===== config.mk =====
export PLATFORM = sky130hd
export DESIGN_NAME = cssa_adder
export DESIGN_NICKNAME = d
export VERILOG_FILES = /design/src/rtl/cssa_pkg.sv /design/src/rtl/cssa_rca.sv /design/src/rtl/cssa_inc.sv /design/src/rtl/cssa_group.sv /design/src/rtl/cssa_adder.sv
export SDC_FILE = /design/constraint.sdc
export NUM_CORES = 1
export LEC_CHECK = 0
export BUFFER_PORTS_ARGS = -buffer_cell sky130_fd_sc_hd__buf_2
export CAP_MARGIN = 20
export CORE_AREA = 2 2 149 151
export CTS_CLUSTER_SIZE = 20
export DETAILED_ROUTE_END_ITERATION = 10
export DIE_AREA = 0 0 151 153
export PLACE_DENSITY = 0.86
export SETUP_SLACK_MARGIN = 0.2
export SLEW_MARGIN = 20
export SYNTH_ARGS = -nofsm -noshare
export SYNTH_HDL_FRONTEND = slang
export SYNTH_SLANG_ARGS = --single-unit
export TNS_END_PERCENT = 10

===== constraint.sdc =====
create_clock -name clk -period 15.3 [get_ports clk]
set_clock_uncertainty 0.15 [all_clocks]
set_input_delay 0.765 -clock clk [delete_from_list [all_inputs] [get_ports clk]]
set_output_delay 0.765 -clock clk [all_outputs]
set_load 0.02 [all_outputs]

===== src/rtl/cssa_pkg.sv =====
package cssa_pkg;

  localparam int unsigned MAX_GROUPS = 16;

  typedef int unsigned size_list_t [MAX_GROUPS];

  // Bit position where group idx starts.
  function automatic int unsigned grp_offset(size_list_t s, int unsigned idx);
    int unsigned acc;
    acc = 0;
    for (int unsigned k = 0; k < MAX_GROUPS; k++) begin
      if (k < idx) acc += s[k];
    end
    return acc;
  endfunction

  // Total width covered by the first n groups.
  function automatic int unsigned grp_total(size_list_t s, int unsigned n);
    return grp_offset(s, n);
  endfunction

endpackage


===== src/rtl/cssa_rca.sv =====
module cssa_rca #(
  parameter int unsigned W = 4
) (
  input  logic [W-1:0] a,
  input  logic [W-1:0] b,
  input  logic         cin,
  output logic [W-1:0] sum,
  output logic         cout
);

  logic [W:0] c;

  assign c[0] = cin;

  for (genvar i = 0; i < W; i++) begin : g_fa
    assign sum[i]   = a[i] ^ b[i] ^ c[i];
    assign c[i+1]   = (a[i] & b[i]) | (c[i] & (a[i] ^ b[i]));
  end

  assign cout = c[W];


  always_comb begin
    rca_sum_chk: assert ({cout, sum} == ({1'b0, a} + {1'b0, b} + {{W{1'b0}}, cin}))
      else $error("ripple stage result mismatch");
  end

endmodule


===== src/rtl/cssa_inc.sv =====
module cssa_inc #(
  parameter int unsigned W = 5
) (
  input  logic [W-1:0] b,
  output logic [W-1:0] x
);

  // run[i] is high when every bit below i is one.
  logic [W-1:0] run;

  assign run[0] = 1'b1;
  for (genvar i = 1; i < W; i++) begin : g_chain
    assign run[i] = run[i-1] & b[i-1];
  end

  assign x = b ^ run;


  always_comb begin
    inc_step_chk: assert (W'(x - b) == W'(1))
      else $error("converter did not add one");
  end

endmodule


===== src/rtl/cssa_group.sv =====
module cssa_group #(
  parameter int unsigned W     = 4,
  parameter bit          FIRST = 1'b0
) (
  input  logic [W-1:0] a,
  input  logic [W-1:0] b,
  input  logic         cin,
  output logic [W-1:0] sum,
  output logic         cout
);

  if (FIRST) begin : g_low
    cssa_rca #(.W(W)) u_rca (
      .a   (a),
      .b   (b),
      .cin (cin),
      .sum (sum),
      .cout(cout)
    );
  end else begin : g_sel
    logic [W-1:0] s0;
    logic         c0;
    logic [W:0]   raw;
    logic [W:0]   bumped;

    cssa_rca #(.W(W)) u_rca (
      .a   (a),
      .b   (b),
      .cin (1'b0),
      .sum (s0),
      .cout(c0)
    );

    assign raw = {c0, s0};

    cssa_inc #(.W(W + 1)) u_inc (
      .b(raw),
      .x(bumped)
    );

    assign {cout, sum} = cin ? bumped : raw;


    always_comb begin
      if (cin) begin
        group_no_wrap_chk: assert (!(&raw))
          else $error("carry-in-0 word cannot be all ones");
      end
    end
  end

endmodule


===== src/rtl/cssa_adder.sv =====
module cssa_adder
  import cssa_pkg::*;
#(
  parameter int unsigned WIDTH       = 128,
  parameter int unsigned NUM_GROUPS  = 8,
  parameter size_list_t  GROUP_SIZES = '{4, 8, 12, 16, 20, 20, 24, 24,
                                         0, 0, 0, 0, 0, 0, 0, 0},
  parameter bit          REG_OUT     = 1'b1
) (
  input  logic             clk,
  input  logic             rst,
  input  logic [WIDTH-1:0] a,
  input  logic [WIDTH-1:0] b,
  input  logic             cin,
  output logic [WIDTH-1:0] sum,
  output logic             cout
);

  localparam int unsigned COVERED = grp_total(GROUP_SIZES, NUM_GROUPS);

  if (NUM_GROUPS == 0 || NUM_GROUPS > MAX_GROUPS) begin : g_bad_count
    $error("group count out of range");
  end
  if (COVERED != WIDTH) begin : g_bad_sizes
    $error("group sizes do not add up to the operand width");
  end

  logic [NUM_GROUPS:0] carry;
  logic [WIDTH-1:0]    sum_c;

  assign carry[0] = cin;

  for (genvar g = 0; g < NUM_GROUPS; g++) begin : g_grp
    localparam int unsigned LO = grp_offset(GROUP_SIZES, g);
    localparam int unsigned GW = GROUP_SIZES[g];

    cssa_group #(.W(GW), .FIRST(g == 0)) u_grp (
      .a   (a[LO +: GW]),
      .b   (b[LO +: GW]),
      .cin (carry[g]),
      .sum (sum_c[LO +: GW]),
      .cout(carry[g+1])
    );
  end


  always_comb begin
    total_sum_chk: assert ({carry[NUM_GROUPS], sum_c} == ({1'b0, a} + {1'b0, b} + {{WIDTH{1'b0}}, cin}))
      else $error("selected chain result mismatch");
  end

  if (REG_OUT) begin : g_reg
    always_ff @(posedge clk) begin
      if (rst) begin
        sum  <= '0;
        cout <= 1'b0;
      end else begin
        sum  <= sum_c;
        cout <= carry[NUM_GROUPS];
      end
    end


    reg_latency_chk: assert property (@(posedge clk) disable iff (rst)
      !rst |=> ({cout, sum} == $past({1'b0, a} + {1'b0, b} + {{WIDTH{1'b0}}, cin})))
      else $error("registered result not one cycle after inputs");


    reset_clear_chk: assert property (@(posedge clk) disable iff (rst)
      $past(rst) |-> (sum == '0 && !cout))
      else $error("output not cleared by reset");
  end else begin : g_comb
    assign sum  = sum_c;
    assign cout = carry[NUM_GROUPS];
  end

endmodule


==> flow_summary.ini <==
[cts]
post_cts_buffers = 0
clock_path_buffers = 2
cts_hold_buf = 0
cts_buffers = 17
cts_root_buffer = clkbuf_16
clock-sinks = 129
cts_resized = 0
clk_pin_slew_ps = 60
htreeDepth = 4
tritoncts = built

[floorplan]
core_sq_um = 21500
start_util = 0.476
die_h_microns = 153
die_x_microns = 151
placementRows = 54
die_area_sq_um = 23100
top_level_ports = 388

[setup_path]
required_ps = 15450
arrival_ps = 11860
slowest_delay_ps = 460
critPathTopFamily = adder cells
crit_top_cell = fa_1
crit_buf_inv = 4
crit_cells = 33
endpoint_kind = flop
cp_slowest_cell = fa_1
path_class = input pin to flop
start_kind = input pin
critPathMaxFanout = 24

[route]
vias_per_cell = 4.67
met1Wirelength_microns = 9910
routed-wl-met3_microns = 2030
wirelength_microns = 26500
final_antenna_net_count = 0
dr.first_iter.drc_count = 280
highest_layer = met5
drtPass1Iterations = 4
post-route-drc-count = 0
wl_per_cell_microns = 14.7
vias = 8464
wl_met2_microns = 13600

[sta]
drv_slew = 0
final.setup.tns_ps = 0
tightestPinTransition_ps = 1060
hold_viol_final = 0
fmax_mhz = 85.4
fin_crit_sh = 0.765
fin_crit_ps = 11710
setup_viol = 0
postLayoutSetupSlackWorst_ps = 3590
slew_headroom = 0.285
rsz0062_at_grt = false

[pwr]
seq_power_share = 0.305
internal-power_mw = 0.858
p_clk_frac = 0.324
pwr-share-comb = 0.371
ir_drop_mv = 0.0517
p_leak_nw = 7.81
p_switching_mw = 0.463
p_per_area_nw_per_um2 = 102
power.total_mw = 1.32
swShare = 0.351

[synthesis]
synth_area_per_cell_sq_um = 8.93
synth.distinct_cells = 39
ys_warn_count = 0
syn_inst = 1144
ys_seq_area_frac = 0.253
synth_top_cell_area_share = 0.253
synth_async_sr_flop_share = 0
synthesis.area_sq_um = 10200
synth_area_leaders = dfxtp_1 25%, fa_1 24%, ha_1 15%
synth_nets = 1648
synth_edf_count = 0
ys_ff_latch = 129
yosys.area.top_type = dfxtp_1
synth_flop_cell = dfxtp_1

[placement]
dp_hpwl_microns = 22300
dpl.cell_count = 1779
portBuffers = 387
dp_slack_ps = 3240
gp_congestion = 0.978

[grt]
grt_overflow = 0
first_global_vias = 8948
grt_pass1_wl_microns = 41900
grt.total_usage = 0.233
grt_max_degree = 99
antenna_found_initial = 5

[min_path]
min_path_cells = 4
hold_start = cin
holdPathEnd = sum[0]
hp-class = input pin to flop

[finish]
final_common_cell = buf_2
fin_nets = 2022
syn2layout_area_growth_pct = 27.4
fill_cells = 1813
layout_common_cells = 386 x buf_2, 356 x inv_1, 181 x nor2_1
post_route_cells_drive_above_1_share = 0.295
final_cell_count_no_fill = 1812

[flow_run]
cap_viol_max_count = 0

[status]
outcome = finished, final reports clean
-- registers in the layout (all words and copies together) (netlist names) --
name  flops
cout      1
sum     128
-- Yosys cell counts (all sizes together) (2+ instances only) --
master / n
and3b: 2
a21oi: 60
fa: 121
xor2: 2
mux2: 24
xnor2: 9
a31oi: 2
buf: 15
o2111ai: 2
inv: 356
ha: 124
nor2: 181
clkbuf: 23
o211ai: 2
dfxtp: 129
nand2b: 3
nor2b: 27
mux2i: 21
a211oi: 15
and3: 2
nand3: 3
nand2: 8
-- per-stage QoR --
step	hold WS (ps)	instance area, sq um	util
2_1_floorplan	881	10200	-
3_3_place_gp	1000	12400	0.577
3_5_place_dp	1010	12400	0.577
4_1_cts	565	13000	0.606
5_1_grt	606	13000	0.606
6_report	587	13000	0.606
-- layer usage --
metal,track usage,up-vias
met5,0,-
met4,0.0984,6
met3,0.0675,68
met2,0.431,334
met1,0.243,3943
li1,-,4113
-- power by group through the flow --
stage | clock network [mW] | registers [mW] | logic [mW]
global placement | 0 | 0.410 | 0.462
floorplan | 0 | 0.476 | 0.258
CTS | 0.438 | 0.404 | 0.493
global route | 0.453 | 0.407 | 0.554
finish | 0.428 | 0.403 | 0.491
detailed placement | 0 | 0.410 | 0.490
-- how the worst max path moves through the flow --
| stage | startpoint | endpoint | slack [ps] |
|---|---|---|---|
| finish | a[80] | sum[105] | 3590 |
| global route | a[80] | sum[105] | 3210 |
| CTS | a[80] | sum[105] | 3600 |
| detailed placement | a[80] | sum[105] | 3240 |
| global placement | a[80] | sum[106] | 3460 |
| floorplan | a[80] | sum[108] | 4040 |
-- final cells by class --
| type | instances | area (sq um) | area share |
|---|---|---|---|
| clock buffer | 21 | 460 | 0.0354 |
| tap | 280 | 350 | 0.0269 |
| multi-input combinational | 621 | 6150 | 0.472 |
| antenna | 1 | 2.50 | 0.000192 |
| sequential | 129 | 2580 | 0.198 |
| timing repair buffer | 393 | 1980 | 0.152 |
| inverter | 356 | 1340 | 0.103 |
| clock inverter | 11 | 153 | 0.0117 |
-- cells by family (layout without fill, tap and decap cells) --
family / after synthesis / count (layout) / synth area share
compound gates: 87 / 87 / 0.0503
xor+xnor: 11 / 11 / 0.00943
fa+ha+maj: 245 / 245 / 0.389
buf+inv: 394 / 781 / 0.147
flops: 129 / 129 / 0.253
mux: 45 / 45 / 0.0540
other cells: 0 / 1 / 0
simple gates: 233 / 233 / 0.0976
Power figures use the tool's default switching activity.
